## config.mk

```make
export PLATFORM = sky130hd
export DESIGN_NAME = codec_pwr_ctrl
export DESIGN_NICKNAME = d
export VERILOG_FILES = /design/src/rtl/cpc_pkg.sv /design/src/rtl/cpc_sync.sv /design/src/rtl/cpc_pin_class.sv /design/src/rtl/cpc_idle_timer.sv /design/src/rtl/codec_pwr_ctrl.sv
export SDC_FILE = /design/constraint.sdc
export NUM_CORES = 1
export LEC_CHECK = 0
export BUFFER_PORTS_ARGS = -buffer_cell sky130_fd_sc_hd__buf_2
export CAP_MARGIN = 20
export CORE_MARGIN = 2
export CORE_UTILIZATION = 40
export DETAILED_ROUTE_END_ITERATION = 12
export PLACE_DENSITY = 0.69
export SLEW_MARGIN = 10
export SYNTH_ARGS = -nofsm -noshare
export SYNTH_HDL_FRONTEND = slang
export SYNTH_SLANG_ARGS = --single-unit
```

## constraint.sdc

```tcl
create_clock -name clk -period 1.7 [get_ports clk]
set_clock_uncertainty 0.2 [all_clocks]
set_input_delay 0.425 -clock clk [delete_from_list [all_inputs] [get_ports clk]]
set_output_delay 0.425 -clock clk [all_outputs]
set_load 0.02 [all_outputs]
```

## src/rtl/cpc_pkg.sv

```systemverilog
package cpc_pkg;
    // Classification of the shared decode-clock / power-down pin
    typedef enum logic [1:0] {
        PIN_HIGH  = 2'd0,
        PIN_LOW   = 2'd1,
        PIN_CLOCK = 2'd2
    } pin_mode_e;
endpackage

```

## src/rtl/cpc_sync.sv

```systemverilog
module cpc_sync #(
    parameter int W = 3
) (
    input  logic         clk,
    input  logic         rst_n,
    input  logic [W-1:0] async_i,
    output logic [W-1:0] lvl_o,
    output logic [W-1:0] edge_o
);
    typedef struct packed {
        logic [W-1:0] s1;
        logic [W-1:0] s2;
        logic [W-1:0] s3;
        logic [1:0]   warm;
    } sync_t;

    sync_t r_d, r_q;

    always_comb begin
        r_d      = r_q;
        r_d.s1   = async_i;
        r_d.s2   = r_q.s1;
        r_d.s3   = r_q.s2;
        if (r_q.warm != 2'd3) r_d.warm = r_q.warm + 2'd1;
    end

    always_ff @(posedge clk or negedge rst_n) begin
        if (!rst_n) r_q <= '0;
        else        r_q <= r_d;
    end

    assign lvl_o  = r_q.s2;
    // edges are masked until the pipeline holds real samples
    assign edge_o = (r_q.warm == 2'd3) ? (r_q.s2 ^ r_q.s3) : '0;
endmodule

```

## src/rtl/cpc_pin_class.sv

```systemverilog
module cpc_pin_class
    import cpc_pkg::*;
#(
    parameter int STATIC_CYCLES = 256
) (
    input  logic      clk,
    input  logic      rst_n,
    input  logic      pin_lvl_i,
    input  logic      pin_edge_i,
    output pin_mode_e mode_o
);
    localparam int QW = (STATIC_CYCLES > 2) ? $clog2(STATIC_CYCLES) : 1;
    localparam logic [QW-1:0] QUIET_LAST = QW'(STATIC_CYCLES - 1);

    typedef struct packed {
        pin_mode_e     mode;
        logic [QW-1:0] quiet;
    } cls_t;

    cls_t r_d, r_q;

    always_comb begin
        r_d = r_q;
        if (pin_edge_i) begin
            r_d.quiet = '0;
            r_d.mode  = PIN_CLOCK;
        end else if (r_q.quiet == QUIET_LAST) begin
            r_d.mode = pin_lvl_i ? PIN_HIGH : PIN_LOW;
        end else begin
            r_d.quiet = r_q.quiet + 1'b1;
        end
    end

    always_ff @(posedge clk or negedge rst_n) begin
        if (!rst_n) begin
            r_q.mode  <= PIN_HIGH;
            r_q.quiet <= '0;
        end else begin
            r_q <= r_d;
        end
    end

    assign mode_o = r_q.mode;


    pin_edge_clock_chk: assert property (@(posedge clk) disable iff (!rst_n)
        pin_edge_i |=> (mode_o == PIN_CLOCK));
endmodule

```

## src/rtl/cpc_idle_timer.sv

```systemverilog
module cpc_idle_timer #(
    parameter int IDLE_CYCLES = 200000
) (
    input  logic clk,
    input  logic rst_n,
    input  logic restart_i,
    output logic expired_o
);
    localparam int IW = $clog2(IDLE_CYCLES + 1);
    localparam logic [IW-1:0] IDLE_MAX = IW'(IDLE_CYCLES);

    typedef struct packed {
        logic [IW-1:0] idle;
    } tmr_t;

    tmr_t r_d, r_q;

    always_comb begin
        r_d = r_q;
        if (restart_i)               r_d.idle = '0;
        else if (r_q.idle != IDLE_MAX) r_d.idle = r_q.idle + 1'b1;
    end

    always_ff @(posedge clk or negedge rst_n) begin
        if (!rst_n) r_q.idle <= IDLE_MAX;
        else        r_q <= r_d;
    end

    assign expired_o = (r_q.idle == IDLE_MAX);


    idle_restart_chk: assert property (@(posedge clk) disable iff (!rst_n)
        restart_i |=> !expired_o);
endmodule

```

## src/rtl/codec_pwr_ctrl.sv

```systemverilog
module codec_pwr_ctrl
    import cpc_pkg::*;
#(
    parameter int STATIC_CYCLES = 256,
    parameter int IDLE_CYCLES   = 200000
) (
    input  logic clk,
    input  logic rst_n,
    input  logic dclk_pd_i,
    input  logic fs_enc_i,
    input  logic fs_dec_i,
    output logic powered_o,
    output logic dec_clk_sel_o,
    output logic dout_en_o,
    output logic aout_en_o
);
    localparam int IDX_ENC = 0;
    localparam int IDX_DEC = 1;
    localparam int IDX_PIN = 2;
    localparam logic [1:0] ENC_NEEDED = 2'd2;

    logic [2:0] lvl, edg;
    logic       enc_rise, dec_rise, any_rise, expired;
    pin_mode_e  mode;

    cpc_sync #(.W(3)) u_sync (
        .clk    (clk),
        .rst_n  (rst_n),
        .async_i({dclk_pd_i, fs_dec_i, fs_enc_i}),
        .lvl_o  (lvl),
        .edge_o (edg)
    );

    assign enc_rise = edg[IDX_ENC] & lvl[IDX_ENC];
    assign dec_rise = edg[IDX_DEC] & lvl[IDX_DEC];
    assign any_rise = enc_rise | dec_rise;

    cpc_pin_class #(.STATIC_CYCLES(STATIC_CYCLES)) u_pin (
        .clk       (clk),
        .rst_n     (rst_n),
        .pin_lvl_i (lvl[IDX_PIN]),
        .pin_edge_i(edg[IDX_PIN]),
        .mode_o    (mode)
    );

    cpc_idle_timer #(.IDLE_CYCLES(IDLE_CYCLES)) u_tmr (
        .clk      (clk),
        .rst_n    (rst_n),
        .restart_i(any_rise),
        .expired_o(expired)
    );

    typedef struct packed {
        logic       up;
        logic [1:0] enc_cnt;
    } pwr_t;

    pwr_t r_d, r_q;

    always_comb begin
        r_d = r_q;
        if (!r_q.up) begin
            r_d.enc_cnt = '0;
            if (any_rise && mode != PIN_HIGH) begin
                r_d.up      = 1'b1;
                r_d.enc_cnt = enc_rise ? 2'd1 : 2'd0;
            end
        end else if (mode == PIN_HIGH || (expired && !any_rise)) begin
            r_d.up      = 1'b0;
            r_d.enc_cnt = '0;
        end else if (enc_rise && r_q.enc_cnt != ENC_NEEDED) begin
            r_d.enc_cnt = r_q.enc_cnt + 2'd1;
        end
    end

    always_ff @(posedge clk or negedge rst_n) begin
        if (!rst_n) r_q <= '0;
        else        r_q <= r_d;
    end

    assign powered_o     = r_q.up;
    assign aout_en_o     = r_q.up;
    assign dout_en_o     = r_q.up && (r_q.enc_cnt == ENC_NEEDED);
    assign dec_clk_sel_o = (mode == PIN_CLOCK);


    pin_high_down_chk: assert property (@(posedge clk) disable iff (!rst_n)
        (mode == PIN_HIGH) |=> !powered_o);

    fs_wake_chk: assert property (@(posedge clk) disable iff (!rst_n)
        (!powered_o && any_rise && mode != PIN_HIGH) |=> powered_o);

    idle_sleep_chk: assert property (@(posedge clk) disable iff (!rst_n)
        (powered_o && expired && !any_rise) |=> !powered_o);

    dout_after_enc_chk: assert property (@(posedge clk) disable iff (!rst_n)
        $rose(dout_en_o) |-> $past(enc_rise));
endmodule

```

==> run summary <==
Most common cell in the netlist: dfrtp_1
CP required: 1.73 ns
Maximum clock frequency: 566.7 MHz
Top-level I/O count: 9
Clock tree from TritonCTS: yes
Number of DRC markers after the initial detailed-route iteration: 105
Arithmetic-cell share of the synthesized area counting full adders, half adders and majority gates: 0.03201
DR vias: 1581
CP endpoint kind: flop
Beginning of the critical path: u_tmr.r_q[8]
First-pass GRT wire length: 7.024 mm
Post-synthesis compound-gate area fraction: 0.08515
Placed cell area: 2296 um2
Post-route DRC violation count: 0
Dominant register cell in the synthesized netlist: dfrtp_1
FF-to-FF End: u_tmr.r_q[17]
Ratio of cells with drive above 1 in the final layout: 0.3814
Clock Sinks: 42
Net total in the final layout: 245
Mean routed wirelength per cell: 14.45 um
Share of synthesized area occupied by flip-flops and latches: 0.5416
Die Span Y: 73.90 um
Synth-to-layout area growth: 37.26%
Slew headroom: 0.7138
Total gr overflow: 0
Worst min-delay path category: primary input to flop
Hold Violations, Final: 0
Master cell of the clock root buffer: clkbuf_8
Initial antenna violation count: 0
Biggest area consumer among synthesized cells: dfrtp_1
Port bufs: 8
Xor/xnor share of the synthesized area: 0.08067
Final worst-path setup slack: -0.06465 ns
Post-layout instance area: 2683 um2
Setup repair after global routing missed its margin: true
Largest cells by area after synthesis: dfrtp_1 46%, dfstp_2 8.1%, xor2_1 4.5%
Hold Path End: u_sync.r_d[5]
Data arrival time at the worst-slack endpoint: 1.79 ns
Post-synthesis cell area: 1954 um2
Routed wire length: 4.377 mm
Number of vias per cell: 5.218
Start point of the worst hold path: fs_enc_i
Multi-input gate area in the final layout: 1039 um2
Gate count after technology mapping: 180
GP Congestion: 0.7699
Number of distinct library cell variants in the gate-level netlist after synthesis: 46
Rows: 25
Transition time at the pin with the least slew margin: 0.4293 ns
Fin crit period: 1.765 ns
Number of setup violations in the final report: 6
Final core area utilization: 0.5679
Register-to-register setup slack: -0.06 ns
Number of cells on the worst hold path: 1
Main combinational cell family by area after synthesis: simple AND/OR/NAND/NOR gates
# fillers: 397
Mux share of post-synthesis cell area: 0.02625
Launch instance of the worst register-to-register path: u_tmr.r_q[8]
Number of diodes added for antenna fixing: 0
Number of enable flip-flop cells after synthesis: 0
Total clock buffers created by CTS: 5
Count of TritonRoute iterations in the first routing pass: 4
Violated checks: negative setup slack
Basic-gate share of the synthesized area counting and, or, nand and nor cells: 0.2183
Sequential Area: 1059 um2
Core Region: 4723 um2
Share of synthesized registers carrying an async set or reset: 1.000
Number of buffers between clock root and the deepest sink: 2
Highest fanout seen on the critical path: 5
Vias in the first global route: 1542
Peak supply drop: 363.7 uV
CTS H-tree depth: 2
Clk slew on worst S/H paths: 0.08 ns
Startpoint class of the critical path: flop
Status: finished with violations
Final setup TNS: -0.2827 ns
Count of maximum capacitance violations: 0
Syn_nets: 190
Ranking of synthesized cells by instance count: 36 x dfrtp_1, 19 x nor2_1, 10 x nand2_1, 10 x xor2_1
Detail Route Antenna Nets: 0
Width of the die: 73.90 um
Cells on worst reg2reg path: 4
DPL Wire Length: 2.728 mm
Proportion of netlist area held by the largest area contributor: 0.4609
Mean instance size in the synthesized netlist: 10.86 um2
Yosys warning count: 0
Power density relative to cell area: 829.4 nW/um2
Starting density of the core: 0.4138
Overall routing resource usage: 0.1712
Later-pin clock latency in the skew report: 0.30 ns
Final-layout worst hold slack: 0.03409 ns
Pin count of the biggest net entering global routing: 24
Type of the worst setup path: flop to flop
Number of pins exceeding their max-slew limit in the final report: 0
Die ar.: 5461 um2
Count of state elements after synthesis: 42
P_leak: 0.001174 uW
Final period util: 1.038
[final cells by class]
type	count	area share
Timing Repair Buffer	52	0.1488
Clock buffer	7	0.03218
Multi-Input combinational cell	131	0.3871
Inverter	3	0.004198
Sequential cell	42	0.3946
Clock inverter	1	0.001866
Tap cell	67	0.03125
[what timing repair did]
item / CTS / global route
buffers inserted: 5 / 9
gates resized for setup: 12 / 21
hold buffers: 1 / 0
setup endpoints to repair: 13 / 13
hold endpoints to repair: 10 / 0
pin swaps: 2 / 13
[cell families after synthesis]
group	Yosys count
and+or+nand+nor	76
buffers and inverters	7
adders and majority gates	5
DFF	42
muxes	5
xor gates and xnor gates	18
AOI/OAI and AO/OA	27
[report_power, final]
part / leakage (uW) / switching, uW / internal [uW]
logic: 0.000613 / 199 / 252
registers: 0.000513 / 54.8 / 1060
clock network: 0.0000482 / 334 / 328
total: 0.00117 / 588 / 1640
[routing by layer]
layer / vias up / GRT usage / routed length [um]
met5: - / 0 / 0
met4: 0 / 0.09091 / 129
met3: 10 / 0.02606 / 128
met2: 35 / 0.2639 / 2183
met1: 782 / 0.2329 / 1935
li1: 754 / - / -
[how the worst max path moves through the flow]
stage	slack, ns	end	depth (start not counted)
3_5_place_dp	-0.08	u_tmr.r_q[0]	5
5_1_grt	-0.18	u_tmr.r_q[1]	5
4_1_cts	-0.07	dout_en_o	4
2_1_floorplan	0.005	u_pin.mode_o[0]	6
3_3_place_gp	-0.05	u_tmr.r_q[1]	4
6_report	-0.06	u_tmr.r_q[17]	4
[cell usage in the layout (no fill, tap or decap), types with 3 or more instances in the layout]
cell and n:
buf_6 3, nor3_1 3, nand3_1 6, buf_4 40
o21ai_0 6, mux2i_1 4, nand4_1 6, xor2_1 10
xnor2_1 8, dfrtp_1 36, nor2b_1 3, nand3_2 3
nand3b_1 3, a21oi_2 4, nand2_1 10, clkbuf_8 6
dfstp_2 6, a21oi_1 3, buf_2 7, nor2_1 19
[flip-flops by register name, summed over array words and instances, names as in the netlist]
signal / cells
u_pin.mode_o: 2
u_sync.r_q: 5
u_pin.r_q: 8
u_tmr.r_q: 18
u_sync.r_d: 3
r_q: 2
u_sync.lvl_o: 3
aout_en_o: 1
[critical path, cell delays in order (launching register included)]
cell and delay (ns):
dfstp_2 0.58, buf_4 0.12, nand4_1 0.12, or4_1 0.53
a21oi_1 0.14
[metrics by stage]
stage	total power (uW)	worst slack (ns)	std cells
floorplan	1292	0.005087	180
global placement	1394	-0.05251	280
detailed placement	1419	-0.08038	280
CTS	2201	-0.07253	294
global route	2348	-0.1755	303
finish	2225	-0.06465	303
Note: power is estimated with default switching activity, not from simulation.
